==> src/rtl/dsc_pkg.sv <==
// Shared types for the DRAM strobe controller.
// Assumes exactly two banks of two byte lanes each.
package dsc_pkg;
    localparam int NUM_BANKS = 2;
    localparam int NUM_LANES = 2;
    localparam int NUM_CAS   = NUM_BANKS * NUM_LANES;

    typedef enum logic [2:0] {
        ST_IDLE = 3'd0,
        ST_ROW  = 3'd1,
        ST_COL  = 3'd2,
        ST_CAS  = 3'd3,
        ST_PRE  = 3'd4
    } dsc_state_e;

    typedef enum logic {
        SIZE_SMALL = 1'b0,
        SIZE_256K  = 1'b1
    } dsc_size_e;

    // True while a RAM cycle holds the row strobe.
    function automatic logic dsc_active(dsc_state_e s);
        return (s == ST_ROW) || (s == ST_COL) || (s == ST_CAS);
    endfunction
endpackage

==> src/rtl/dsc_seq.sv <==
// Cycle sequencer: idle -> row -> column switch -> column strobe -> precharge.
// Assumes the decoder selects are stable while as_n is low.
module dsc_seq
    import dsc_pkg::*;
(
    input  logic       clk,
    input  logic       rst_n,
    input  logic       as_n,
    input  logic       ram_sel,
    input  logic       rom_sel,
    input  logic       boot_inhibit,
    output dsc_state_e state_d,
    output logic       start
);
    dsc_state_e state_q;
    logic       abort;

    // Begin/abort conditions for a RAM cycle.
    always_comb begin
        start = (state_q == ST_IDLE) && !as_n && ram_sel && !rom_sel && !boot_inhibit;
        abort = as_n || rom_sel || boot_inhibit;
    end

    // Next-state decode.
    always_comb begin
        state_d = state_q;
        case (state_q)
            ST_IDLE: if (start) state_d = ST_ROW;
            ST_ROW:  state_d = abort ? ST_PRE : ST_COL;
            ST_COL:  state_d = abort ? ST_PRE : ST_CAS;
            ST_CAS:  if (abort) state_d = ST_PRE;
            ST_PRE:  state_d = ST_IDLE;
            default: state_d = ST_IDLE;
        endcase
    end

    // State register.
    always_ff @(posedge clk) begin
        if (!rst_n) state_q <= ST_IDLE;
        else        state_q <= state_d;
    end
endmodule

==> src/rtl/dsc_bank_sel.sv <==
// Captures the bank index at cycle start from the size-dependent address bit.
// Assumes configuration inputs are static during a cycle.
module dsc_bank_sel
    import dsc_pkg::*;
(
    input  logic clk,
    input  logic rst_n,
    input  logic start,
    input  logic dual_bank,
    input  logic mod_size,
    input  logic a17,
    input  logic a19,
    output logic bank_q
);
    logic bank_d;

    // Bank decode: single bank always 0, else size picks the address line.
    always_comb begin
        if (!dual_bank)                        bank_d = 1'b0;
        else if (dsc_size_e'(mod_size) == SIZE_256K) bank_d = a19;
        else                                   bank_d = a17;
    end

    // Hold the bank for the whole cycle.
    always_ff @(posedge clk) begin
        if (!rst_n)     bank_q <= 1'b0;
        else if (start) bank_q <= bank_d;
    end
endmodule

==> src/rtl/dsc_ra7_mux.sv <==
// Selects the source of multiplexed address bit 7 for row and column phases.
// Assumes col_phase comes from the registered multiplexer select.
module dsc_ra7_mux
    import dsc_pkg::*;
(
    input  logic mod_size,
    input  logic col_phase,
    input  logic a9,
    input  logic a10,
    input  logic a17,
    output logic ra7
);
    logic row_src;
    logic col_src;

    // Per-size sources for each phase.
    always_comb begin
        if (dsc_size_e'(mod_size) == SIZE_256K) begin
            row_src = a17;
            col_src = a9;
        end else begin
            row_src = a9;
            col_src = a10;
        end
        ra7 = col_phase ? col_src : row_src;
    end
endmodule

==> src/rtl/dsc_strobe_out.sv <==
// Registered strobe drivers: row strobe, mux select, buffer, write enable and
// per-bank byte-lane column strobes. Assumes bank is valid before column phase.
module dsc_strobe_out
    import dsc_pkg::*;
(
    input  logic               clk,
    input  logic               rst_n,
    input  dsc_state_e         state_d,
    input  logic               start,
    input  logic               rw,
    input  logic               uds_n,
    input  logic               lds_n,
    input  logic               bank,
    output logic               ras_n,
    output logic               mux_col,
    output logic               buf_en_n,
    output logic               ram_we_n,
    output logic [NUM_CAS-1:0] cas_n
);
    logic nxt_active;
    logic nxt_colsel;
    logic nxt_cas;

    // Phase flags for the coming clock.
    always_comb begin
        nxt_active = dsc_active(state_d);
        nxt_colsel = (state_d == ST_COL) || (state_d == ST_CAS);
        nxt_cas    = (state_d == ST_CAS);
    end

    // Row strobe, mux select and buffer enable.
    always_ff @(posedge clk) begin
        if (!rst_n) begin
            ras_n    <= 1'b1;
            mux_col  <= 1'b0;
            buf_en_n <= 1'b1;
        end else begin
            ras_n    <= !nxt_active;
            mux_col  <= nxt_colsel;
            buf_en_n <= !nxt_active;
        end
    end

    // Write enable captured at start, held to the end of the cycle.
    always_ff @(posedge clk) begin
        if (!rst_n)          ram_we_n <= 1'b1;
        else if (start)      ram_we_n <= rw;
        else if (!nxt_active) ram_we_n <= 1'b1;
    end

    // Column strobes, one pair of byte lanes per bank.
    for (genvar b = 0; b < NUM_BANKS; b++) begin : g_bank
        logic hit;
        // Bank match for this pair.
        always_comb hit = nxt_cas && (bank == b[0]);
        // Lane registers: low follows lds_n, high follows uds_n.
        always_ff @(posedge clk) begin
            if (!rst_n) begin
                cas_n[b*NUM_LANES]     <= 1'b1;
                cas_n[b*NUM_LANES + 1] <= 1'b1;
            end else begin
                cas_n[b*NUM_LANES]     <= !(hit && !lds_n);
                cas_n[b*NUM_LANES + 1] <= !(hit && !uds_n);
            end
        end
    end
endmodule

==> src/rtl/dram_strobe_ctrl.sv <==
// Top of the DRAM strobe controller. Connects sequencer, bank capture,
// RA7 multiplexer and strobe drivers. abit carries {A19, A17, A10, A9}.
module dram_strobe_ctrl
    import dsc_pkg::*;
(
    input  logic       clk,
    input  logic       rst_n,
    input  logic       as_n,
    input  logic       uds_n,
    input  logic       lds_n,
    input  logic       rw,
    input  logic       ram_sel,
    input  logic       rom_sel,
    input  logic       boot_inhibit,
    input  logic       mod_size,
    input  logic       dual_bank,
    input  logic [3:0] abit,
    output logic       ras_n,
    output logic       mux_col,
    output logic       cas0_lo_n,
    output logic       cas0_hi_n,
    output logic       cas1_lo_n,
    output logic       cas1_hi_n,
    output logic       ram_we_n,
    output logic       buf_en_n,
    output logic       ra7
);
    dsc_state_e         state_d;
    logic               start;
    logic               bank;
    logic [NUM_CAS-1:0] cas_n;

    dsc_seq u_seq (
        .clk          (clk),
        .rst_n        (rst_n),
        .as_n         (as_n),
        .ram_sel      (ram_sel),
        .rom_sel      (rom_sel),
        .boot_inhibit (boot_inhibit),
        .state_d      (state_d),
        .start        (start)
    );

    dsc_bank_sel u_bank (
        .clk       (clk),
        .rst_n     (rst_n),
        .start     (start),
        .dual_bank (dual_bank),
        .mod_size  (mod_size),
        .a17       (abit[2]),
        .a19       (abit[3]),
        .bank_q    (bank)
    );

    dsc_ra7_mux u_ra7 (
        .mod_size  (mod_size),
        .col_phase (mux_col),
        .a9        (abit[0]),
        .a10       (abit[1]),
        .a17       (abit[2]),
        .ra7       (ra7)
    );

    dsc_strobe_out u_out (
        .clk      (clk),
        .rst_n    (rst_n),
        .state_d  (state_d),
        .start    (start),
        .rw       (rw),
        .uds_n    (uds_n),
        .lds_n    (lds_n),
        .bank     (bank),
        .ras_n    (ras_n),
        .mux_col  (mux_col),
        .buf_en_n (buf_en_n),
        .ram_we_n (ram_we_n),
        .cas_n    (cas_n)
    );

    // Map the strobe vector onto named pins.
    always_comb begin
        cas0_lo_n = cas_n[0];
        cas0_hi_n = cas_n[1];
        cas1_lo_n = cas_n[2];
        cas1_hi_n = cas_n[3];
    end
endmodule

==> config.mk <==
export PLATFORM = sky130hd
export DESIGN_NAME = dram_strobe_ctrl
export DESIGN_NICKNAME = d
export VERILOG_FILES = /design/src/rtl/dsc_pkg.sv /design/src/rtl/dsc_seq.sv /design/src/rtl/dsc_bank_sel.sv /design/src/rtl/dsc_ra7_mux.sv /design/src/rtl/dsc_strobe_out.sv /design/src/rtl/dram_strobe_ctrl.sv
export SDC_FILE = /design/constraint.sdc
export NUM_CORES = 1
export LEC_CHECK = 0
export CAP_MARGIN = 40
export CORE_AREA = 2 2 39 41
export CTS_CLUSTER_SIZE = 8
export DETAILED_ROUTE_END_ITERATION = 8
export DIE_AREA = 0 0 41 43
export GPL_ROUTABILITY_DRIVEN = 0
export GPL_TIMING_DRIVEN = 0
export PLACE_DENSITY_LB_ADDON = 0.08
export SYNTH_ARGS = -nofsm -noshare
export SYNTH_HDL_FRONTEND = slang
export SYNTH_SLANG_ARGS = --single-unit
export TNS_END_PERCENT = 100
==> constraint.sdc <==
create_clock -name clk -period 1.4 [get_ports clk]
set_clock_uncertainty 0.15 [all_clocks]
set_input_delay 0.28 -clock clk [delete_from_list [all_inputs] [get_ports clk]]
set_output_delay 0.28 -clock clk [all_outputs]
set_load 0.05 [all_outputs]
## Yosys cells after proc, flatten, opt, wreduce, memory -nomap -nowiden

Index checks and enable logic that the tools add are counted.

- Register bits after elaboration: 11
- Input port bits: 15
- Output and inout bits: 9
- Word-level logic and storage cells: 53

- Eq/ne operators: 7
- Mux-type cells: 12
- Bitwise gates (word level): 1
- Reductions and logical operators: 26

Operators with widths:

| cell | number |
|---|---|
| $eq 3x2->1 const B | 4 |
| $mux 3 | 4 |
| $pmux 3 s4 | 1 |
| $logic_and 1x1->1 | 10 |
| $logic_not 1->1 | 10 |
| $mux 1 | 7 |
| $eq 3x1->1 const B | 2 |
| $logic_or 1x1->1 | 5 |
| $logic_not 3->1 | 1 |
| $ne 2x2->1 const B | 1 |
| $not 1->1 | 1 |

## Logic depth before layout (Yosys ltp)

- Word-level depth: 12
- Depth in mapped cells: 3
- Gate-level depth less buffers: 3

## By module

A second synthesis with hierarchy kept.

- Cell total of the unflattened synthesis: 49
- Area total of the unflattened synthesis: 466.7 um2

By module, submodules not included:

| module | instances | cells an instance | area each (um2) |
|---|---|---|---|
| dsc_strobe_out | 1 | 23 | 247.7 |
| dsc_seq | 1 | 16 | 136.4 |
| dsc_bank_sel | 1 | 5 | 47.5 |
| dsc_ra7_mux | 1 | 5 | 35.0 |

## Worst setup path after synthesis

OpenSTA, ideal clock, no wires.

- Path kind: reg-to-output
- From: reg u_out.mux_col
- To: out ra7
- Arrival: 1.608 ns
- Data required time: 0.970 ns
- Path slack: -0.638 ns
- Stages on the path, launching flop included: 3
- Cell sequence: dfxtp_1 mux2i_1 a21oi_1

- Word-level cells in the longest chain between the ends: 1

Ends and longest elaborated chain:

| item | RTL line | text |
|---|---|---|
| start: declaration | dsc_strobe_out.sv:15 | `output logic mux_col,` |
| start signal: assignment | dsc_strobe_out.sv:39 | `mux_col <= nxt_colsel;` |
| $mux 1 | dsc_ra7_mux.sv:25 | `ra7 = col_phase ? col_src : row_src;` |
| end: declaration | dram_strobe_ctrl.sv:26 | `output logic ra7` |

Every way passes these cells.

## Worst setup path in the final report

Same ends and word-level chain as after synthesis.

==> impl_metrics.yaml <==
final_layout:
  fin_cells: 85
  final_cell_mix: "dfxtp_1 (10), dlygate4sd2_1 (7), clkdlybuf4s50_1 (6)"
  multiInputGateArea_sq_um: 228
  regArea_sq_um: 224
  nFillCells: 139
  final_core_util_pct: 52.0
  final_nets: 85
  area_growth_pct: 70.1
  final_common_cell: "dfxtp_1"
  drive_gt1_share_pct: 36.2
  antennaDiodeCount: 0
setup_path:
  worstReg2RegEnd: "u_bank.bank_q"
  r2r-start: "u_seq.state_q[1]"
  worst_setup_path_start_kind: "flop"
  r2r_cells: 3
  worst-path-stages: 3
  required_ps: 970
  crit_start: "u_out.mux_col"
  path_class: "flop to output pin"
  cp_max_fo: 4
  arrival_ps: 1120
  crit_buf_inv: 1
  crit_family: "flip-flops"
  worstPathCellList: "mux2i_4 -> a21oi_4 -> buf_6"
  rrSetupSlack_ps: 170
  crit_slowest_cell: "dfxtp_4"
  end_kind: "output pin"
  cpPeakStageDelay_ps: 380
timing:
  drv_slew: 0
  post-route-min-period_ps: 1550
  fmax_mhz: 646
  rsz0062_at_grt: "true"
  hold_violations: 0
  setup_tns_ps: -147
  worstMarginPinSlew_ps: 371
  slew_headroom_pct: 75.2
  fin_ws_ps: -147
  worst_hold_slack_ps: 256
  setup_viol: 1
  finalCritPeriodShare_pct: 111
floorplanning:
  initial_core_util_pct: 30.6
  fp.dieW_um: 41
  dieArea_sq_mm: 0.00176
  num_rows: 14
  fp.dieH_um: 43
  fp.coreArea_sq_mm: 0.00138
  ios: 24
cts:
  cts_tree: "yes"
  insertion_delay_ps: 260
  cts.clk_slew.worst_paths_ps: 70
  cts_hold_buf: 0
  root_buffer: "clkbuf_4"
  clockBufferDepth: 2
  cts_buffers: 3
  clock-sinks: 11
  h-tree-depth: 1
min_path:
  hp-class: "input pin to flop"
  hold_path_end: "u_out.cas_n[0]"
  holdPathStages: 4
  min_from: "as_n"
yosys:
  ys_async_sr_fraction_pct: 0
  ys_types: 21
  yosys_warnings: 0
  netlist_area_sq_um: 423
  syn_nets: 55
  ys_seq_elements: 11
  synth_seq_area_share_pct: 52.1
  synth_ff_type: "dfxtp_1"
  synth-edff-count: 0
  avgSynthCellArea_sq_um: 10.6
  syn_inst: 40
power_and_ir_drop:
  p_clk_share_pct: 34.5
  sw_frac_of_total_pct: 23.4
  ir_drop_mv: 0.431
  power_leakage_nw: 0.285
  powerDensity_mw_per_mm2: 861
  p_comb_share_pct: 14.8
  p_int_mw: 0.474
  p_seq_share_pct: 50.7
  power.switching_mw: 0.145
drt:
  drt-total-wl_um: 841
  antenna_left: 0
  num_vias: 386
  wl_per_cell_um: 9.89
  drtIter0Drc: 0
  vias_per_cell: 4.54
  first_pass_iters: 1
  drc: 0
global_routing:
  grt_max_degree: 7
  antenna_found_initial: 0
  grt_usage_pct: 12.2
  grt_pass1_wl_mm: 1.41
  grt_pass1_vias: 379
  gr-total-overflow: 0
run_status:
  run_status: "finished, violations left"
  violations: "negative setup slack"
placement:
  port_buffers: 23
  dp_hpwl_um: 646
  dpl.cell_count: 79
job:
  drv_cap: 0
final cells by class:
cell class / instances / area share, %
multi-input combinational: 28 / 31.7
sequential: 11 / 31.1
timing repair buffer: 25 / 29.7
clock buffer: 4 / 3.65
tap: 16 / 2.78
buffer: 1 / 1.04
stage by stage:
step	area, sq um	setup WS, ps	power [mW]
CTS	733	-162	0.629
global placement	693	-927	0.413
finish	719	-147	0.620
detailed placement	693	-944	0.414
floorplan	443	43.6	0.358
global route	719	-203	0.648
Yosys cell counts (all sizes together), types with 2 or more instances:
library cell / instances / share of area [%]
dfxtp: 11 / 52
nand3: 2 / 3.5
mux2i: 2 / 4.7
nand2: 2 / 1.8
or3b: 2 / 4.1
nor2: 5 / 4.4
or3: 2 / 3.0
a21oi: 2 / 2.4
routing by layer:
layer	track usage (%)	routed length [um]	up-vias
li1	-	-	200
met1	12.7	356	169
met2	18.1	402	17
met3	6.28	82	0
met4	8.00	0	0
met5	0	0	-
timing repair:
action / 4_1_cts / 5_1_grt
pin swaps: 3 / 2
endpoints found under the hold margin: 0 / 0
resized for setup: 49 / 8
buffers inserted: 2 / 0
endpoints found under the setup margin: 13 / 8
worst reg2reg max path, stage by stage (launching register included):
cell and delay [ps]:
dfxtp_1 360, nor2_1 320, nand4b_1 160, mux2i_1 130
worst max path at each step:
stage,endpoint,slack (ps)
after detailed placement,ra7,-940
final,ra7,-150
after CTS,ra7,-160
after global routing,ra7,-200
after global placement,ra7,-930
after floorplan,ra7,40
state kept, by name (all words and copies together) (netlist names):
| register | cells |
|---|---|
| u_out.mux_col | 1 |
| u_seq.state_q | 3 |
| u_out.cas_n | 4 |
| u_bank.bank_q | 1 |
| u_out.ram_we_n | 1 |
| u_out.ras_n | 1 |
power by group through the flow:
| stage | clock, mW | combinational, mW | sequential, mW |
|---|---|---|---|
| CTS | 0.222 | 0.0931 | 0.314 |
| global placement | 0 | 0.0919 | 0.321 |
| global route | 0.235 | 0.0981 | 0.314 |
| detailed placement | 0 | 0.0922 | 0.321 |
| floorplan | 0 | 0.0336 | 0.324 |
| finish | 0.214 | 0.0918 | 0.314 |
cell families (layout without fill, tap and decap cells):
group | count (synthesis) | count (layout) | share of synthesized area, %
AOI/OAI and AO/OA | 5 | 5 | 7.10
buffers and inverters | 1 | 30 | 1.78
DFF | 11 | 11 | 52.1
muxes | 3 | 3 | 7.40
and+or+nand+nor | 20 | 20 | 31.7
No activity file was read; power rests on OpenSTA's default activity.
